<file path="src/rtl/sda_pkg.sv">
package sda_pkg;
    // Default datapath width of the unit
    localparam int SDA_W = 32;

    // Accumulate direction selected per operation
    typedef enum logic {
        ACC_ADD = 1'b0,
        ACC_SUB = 1'b1
    } acc_mode_e;

    // Control bundle captured with each operation
    typedef struct packed {
        logic      valid;
        logic      clr;
        acc_mode_e mode;
    } op_ctl_t;
endpackage

</file>
<file path="src/rtl/sda_doubler.sv">
module sda_doubler
    import sda_pkg::*;
#(
    parameter int W = SDA_W
) (
    input  logic [W-1:0] b_in,
    output logic [W-1:0] dbl_out,
    output logic         dbl_clip
);
    localparam logic [W-1:0] POS_LIM = {1'b0, {(W-1){1'b1}}};
    localparam logic [W-1:0] NEG_LIM = {1'b1, {(W-1){1'b0}}};

    // A left shift loses the sign whenever the two top bits disagree
    always_comb begin
        dbl_clip = b_in[W-1] ^ b_in[W-2];
        if (!dbl_clip)
            dbl_out = {b_in[W-2:0], 1'b0};
        else if (b_in[W-1])
            dbl_out = NEG_LIM;
        else
            dbl_out = POS_LIM;
    end
endmodule

</file>
<file path="src/rtl/sda_accum.sv">
module sda_accum
    import sda_pkg::*;
#(
    parameter int W = SDA_W
) (
    input  logic [W-1:0] a_in,
    input  logic [W-1:0] d_in,
    input  acc_mode_e    mode,
    output logic [W-1:0] acc_out,
    output logic         acc_clip
);
    localparam logic [W-1:0] POS_LIM = {1'b0, {(W-1){1'b1}}};
    localparam logic [W-1:0] NEG_LIM = {1'b1, {(W-1){1'b0}}};

    logic [W:0] ext_a;
    logic [W:0] ext_d;
    logic [W:0] wide;

    // One guard bit: overflow shows as guard and sign bits disagreeing
    always_comb begin
        ext_a = {a_in[W-1], a_in};
        ext_d = {d_in[W-1], d_in};
        if (mode == ACC_SUB)
            wide = ext_a - ext_d;
        else
            wide = ext_a + ext_d;
        acc_clip = wide[W] ^ wide[W-1];
        if (!acc_clip)
            acc_out = wide[W-1:0];
        else if (wide[W])
            acc_out = NEG_LIM;
        else
            acc_out = POS_LIM;
    end
endmodule

</file>
<file path="src/rtl/sda_qflag.sv">
module sda_qflag (
    input  logic clk,
    input  logic rst,
    input  logic set_req,
    input  logic clr_req,
    output logic q
);
    // Set dominates clear so a clip in the clearing cycle is not lost
    always_ff @(posedge clk) begin
        if (rst)
            q <= 1'b0;
        else if (set_req)
            q <= 1'b1;
        else if (clr_req)
            q <= 1'b0;
    end
endmodule

</file>
<file path="src/rtl/sat_dbl_acc.sv">
module sat_dbl_acc
    import sda_pkg::*;
#(
    parameter int W = SDA_W
) (
    input  logic         clk,
    input  logic         rst,
    input  logic         in_valid,
    input  logic         sub_sel,
    input  logic         flag_clr,
    input  logic [W-1:0] op_a,
    input  logic [W-1:0] op_b,
    output logic [W-1:0] res_out,
    output logic         res_valid,
    output logic         q_flag
);
    op_ctl_t      ctl;
    logic [W-1:0] dbl_val;
    logic         dbl_clip;
    logic [W-1:0] acc_val;
    logic         acc_clip;

    always_comb begin
        ctl.valid = in_valid;
        ctl.clr   = flag_clr;
        ctl.mode  = sub_sel ? ACC_SUB : ACC_ADD;
    end

    sda_doubler #(.W(W)) u_dbl (
        .b_in     (op_b),
        .dbl_out  (dbl_val),
        .dbl_clip (dbl_clip)
    );

    sda_accum #(.W(W)) u_acc (
        .a_in     (op_a),
        .d_in     (dbl_val),
        .mode     (ctl.mode),
        .acc_out  (acc_val),
        .acc_clip (acc_clip)
    );

    sda_qflag u_q (
        .clk     (clk),
        .rst     (rst),
        .set_req (ctl.valid & (dbl_clip | acc_clip)),
        .clr_req (ctl.clr),
        .q       (q_flag)
    );

    always_ff @(posedge clk) begin
        if (rst) begin
            res_out   <= '0;
            res_valid <= 1'b0;
        end else begin
            res_valid <= ctl.valid;
            if (ctl.valid)
                res_out <= acc_val;
        end
    end
endmodule

</file>
<file path="config.mk">
export PLATFORM = sky130hd
export DESIGN_NAME = sat_dbl_acc
export DESIGN_NICKNAME = d
export VERILOG_FILES = /design/src/rtl/sda_pkg.sv /design/src/rtl/sda_doubler.sv /design/src/rtl/sda_accum.sv /design/src/rtl/sda_qflag.sv /design/src/rtl/sat_dbl_acc.sv
export SDC_FILE = /design/constraint.sdc
export NUM_CORES = 1
export LEC_CHECK = 0
export BUFFER_PORTS_ARGS = -buffer_cell sky130_fd_sc_hd__buf_2
export CAP_MARGIN = 20
export CORE_UTILIZATION = 40
export DETAILED_ROUTE_END_ITERATION = 7
export SLEW_MARGIN = 30
export SYNTH_ARGS = -nofsm -noshare
export SYNTH_HDL_FRONTEND = slang
export SYNTH_HIERARCHICAL = 1
export SYNTH_SLANG_ARGS = --single-unit
</file>
<file path="constraint.sdc">
create_clock -name clk -period 6.5 [get_ports clk]
set_clock_uncertainty 0.15 [all_clocks]
set_input_delay 0 -clock clk [delete_from_list [all_inputs] [get_ports clk]]
set_output_delay 0 -clock clk [all_outputs]
set_load 0.05 [all_outputs]
</file>
==> metrics.json <==
{
  "status": {
    "result_of_the_run": "completed"
  },
  "global_routing": {
    "number_of_antenna_violations_at_the_first_check_in_global_routing": 0,
    "global_route_wire_length_before_repair_mm": 18.73,
    "overflow": 0,
    "grt_pass1_vias": 3870,
    "pin_count_of_the_biggest_net_entering_global_routing": 35,
    "grt_use_total_pct": 20.34
  },
  "synth": {
    "syn-cell-area_um2": 4342,
    "synth_largest_area_cell": "dfxtp_1",
    "area_fraction_in_compound_gates_after_synthesis_pct": 24.24,
    "synth_ff_type": "dfxtp_1",
    "synth-simple-area-share_pct": 18.53,
    "synth_warnings": 6,
    "syn_inst": 585,
    "synth_cell_type_count": 58,
    "synth-edff-count": 0,
    "synthMuxAreaShare_pct": 7.839,
    "post_synth_xor_xnor_area_pct": 12.71,
    "most_area_consuming_cells_after_synthesis": "dfxtp_1 16%, ha_1 10%, a21oi_1 9.6%",
    "postSynthNetCount": 691,
    "synth_seq_area_share_pct": 15.68,
    "synth_area_per_cell_um2": 7.422,
    "synth_area_in_adders_pct": 11.99,
    "largest_family_of_logic_cells_by_synthesized_area": "compound AO/OA/AOI/OAI gates",
    "ys_seq_elements": 34,
    "async_reset_ff_share_pct": 0,
    "synth_top_area_share_pct": 15.68
  },
  "timing": {
    "relative_slew_slack_pct": 36.23,
    "max_clock_freq_mhz": 175.0,
    "post-route-period-util_pct": 87.91,
    "final-max-slew-violation-count": 0,
    "setup_viol_count_final": 0,
    "rsz0062_at_grt": "no",
    "hold_viol": 0,
    "timing.final.crit_period_ns": 5.714,
    "totalNegativeSetupSlack_ns": 0,
    "tightest_slew_ns": 0.9565
  },
  "floorplan": {
    "fp.dieW_um": 106.2,
    "row_count": 37,
    "coreArea_um2": 10420,
    "floorplan.initialDensity_pct": 41.68,
    "dieArea_um2": 11280,
    "ioPinCount": 103,
    "die_height_um": 106.2
  },
  "route": {
    "drt-pass1-iter-count": 4,
    "first_iter_violations": 214,
    "mean_routed_wirelength_per_cell_um": 14.31,
    "drt-total-wl_mm": 11.51,
    "ant_nets": 0,
    "via_per_inst": 5.243,
    "num_vias": 4215,
    "drt_drc_violations_left": 0
  },
  "run": {
    "cap_violations": 0
  },
  "worst_setup_path": {
    "critical-path-slowest-cell": "or4_1",
    "critical_path.endpoint_type": "register",
    "startpoint_kind_of_the_worst_setup_timing_path": "input pin",
    "critical_path.max_stage_delay_ns": 0.56,
    "crit_required_ns": 6.57,
    "rr_startpoint": "res_out[7]",
    "timing.critical_path.cells": "buf_2 -> inv_1 -> ha_1 -> nor2b_2 -> a21oi_1 -> or4_1 -> nor2b_1 -> nand2_1 -> or2_2 -> nor4_1 -> nor2_1 -> xnor2_1 -> ha_1 -> nand2_1 -> o21ai_0 -> a31oi_1 -> o21ai_0 -> mux2i_1 -> o41ai_1 -> a311oi_4 -> nand2_4 -> o21ai_0 -> mux2i_1 -> nor2_1",
    "critPathMaxFanout": 27,
    "crit_arrival_ns": 5.78,
    "startpoint": "op_b[30]",
    "logic_depth_of_the_worst_register_to_register_path": 2,
    "critical_path_class": "input pin to register",
    "crit_path_frequent_cell": "o21ai_0"
  },
  "cts": {
    "tritoncts": "done",
    "cts-buffers-inserted": 5,
    "cts.clk_slew.worst_paths_ns": 0.06,
    "cts_max_path_buffers": 2,
    "cts.sinks": 34,
    "cts_root_buf": "clkbuf_8",
    "worstSkewPairLatency_ns": 0.28,
    "h_tree_lvl_count": 2
  },
  "pwr": {
    "power.total_mw": 1.522,
    "pwr_density_cell_nw_per_um2": 307.5,
    "power.ir.vdd_worst_mv": 0.1411,
    "leakage_nw": 2.347
  },
  "hold_path": {
    "worstHoldPathCells": 2,
    "hold_start": "rst",
    "hold_class": "input pin to register"
  },
  "layout": {
    "final_core_util_pct": 47.51,
    "nNetsFinal": 773,
    "synthToLayoutAreaGrowth_pct": 13.98,
    "final_layout_size_suffix_gt1_share_pct": 22.16,
    "diodes": 0
  },
  "place": {
    "dp.final_hpwl_mm": 9.467,
    "io_buffers": 102,
    "final_wtd_congestion": 0.8806
  }
}
power breakdown:
| group | internal [mW] | switching [mW] | total [mW] |
|---|---|---|---|
| sequential | 0.263 | 0.0278 | 0.290 |
| combinational | 0.377 | 0.694 | 1.07 |
| clock | 0.0854 | 0.0744 | 0.160 |
| total | 0.725 | 0.796 | 1.52 |
cell usage in the layout, fill, tap and decap left out, types with 13 or more instances in the layout:
master	n
inv_1	47
xor2_1	13
mux2i_1	34
nor2_1	78
a21oi_1	83
a21oi_2	16
o21ai_0	20
nand2_1	22
xnor2_1	45
ha_1	36
dfxtp_1	34
buf_2	102
cells in the mapped netlist (2+ instances only):
master,n
nand4_1,4
nor2_2,2
clkbuf_1,18
o21bai_1,6
xnor2_1,45
mux2i_1,34
and3_1,4
nand2_1,22
a41oi_1,4
o221ai_1,2
a21oi_1,83
o21a_1,2
a31o_2,2
dfxtp_1,34
ha_1,36
nand2b_1,7
maj3_1,5
nor4_1,8
o31ai_1,2
nor2_1,78
nor2b_1,4
a31oi_1,6
buf_12,3
nand3_1,11
buf_6,4
a211oi_1,4
buf_2,7
inv_1,47
o211ai_1,2
a21oi_2,16
o21ai_0,20
nor3b_1,2
or2_2,3
nor3_1,11
and2_1,2
xor2_1,13
a21o_1,11
kinds of logic (layout without fill, tap and decap cells):
family,count (synthesis),after routing
AO/OA/AOI/OAI,168,168
AND/OR/NAND/NOR,167,167
buffers and inverters,80,163
XOR/XNOR,60,60
adder cells (fa/ha/maj),42,42
multiplexers,34,34
flip-flops,34,34
state kept, by name, summed over array words and instances (netlist names):
name,cells
res_out,32
u_q/q,1
res_valid,1
worst max-delay path: cells and delay by family:
family                     cells  cell delay (ns)
buffers and inverters          2             0.14
and+or+nand+nor               10             2.61
xor gates and xnor gates       1             0.16
AOI/OAI and AO/OA              7             1.79
adders and majority gates      2             0.73
muxes                          2             0.35
per-layer routing:
metal / share of wire (%) / vias to the layer above / track usage, %
li1: - / 2192 / -
met4: 0.93 / 0 / 5.159
met2: 44 / 115 / 32.56
met1: 51 / 1900 / 29.26
met3: 4.3 / 8 / 1.533
met5: 0 / - / 0
through the flow:
stage | hold WS (ns) | instance area [um2] | instances | setup slack [ns]
global route | 0.1022 | 4949 | 804 | 0.2080
floorplan | -0.08756 | 4342 | 585 | 1.385
global placement | 0.1471 | 4847 | 795 | 0.6956
detailed placement | 0.1488 | 4847 | 795 | 0.4951
CTS | 0.07056 | 4949 | 804 | 0.7817
finish | 0.06675 | 4949 | 804 | 0.7861
final cells by class:
| type | count | area (um2) |
|---|---|---|
| clock inverter | 1 | 5.005 |
| multi-input combinational | 471 | 3272 |
| timing repair buffer | 108 | 558.0 |
| tap | 136 | 170.2 |
| sequential | 34 | 680.7 |
| inverter | 47 | 176.4 |
| clock buffer | 7 | 86.33 |
| fill | 1081 | 5468 |
timing repair:
| item | 4_1_cts | 5_1_grt |
|---|---|---|
| resized for setup | 0 | 0 |
| hold endpoints to repair | 1 | 0 |
| hold buffers | 1 | 0 |
| setup buffers | 0 | 0 |
final timing paths:
check / to / slack (ns)
max: res_out[27] / 0.79
min: res_out[26] / 0.07
max reg2reg: res_out[7] / 5.70
min reg2reg: res_out[13] / 0.34
Power figures use the tool's default switching activity.
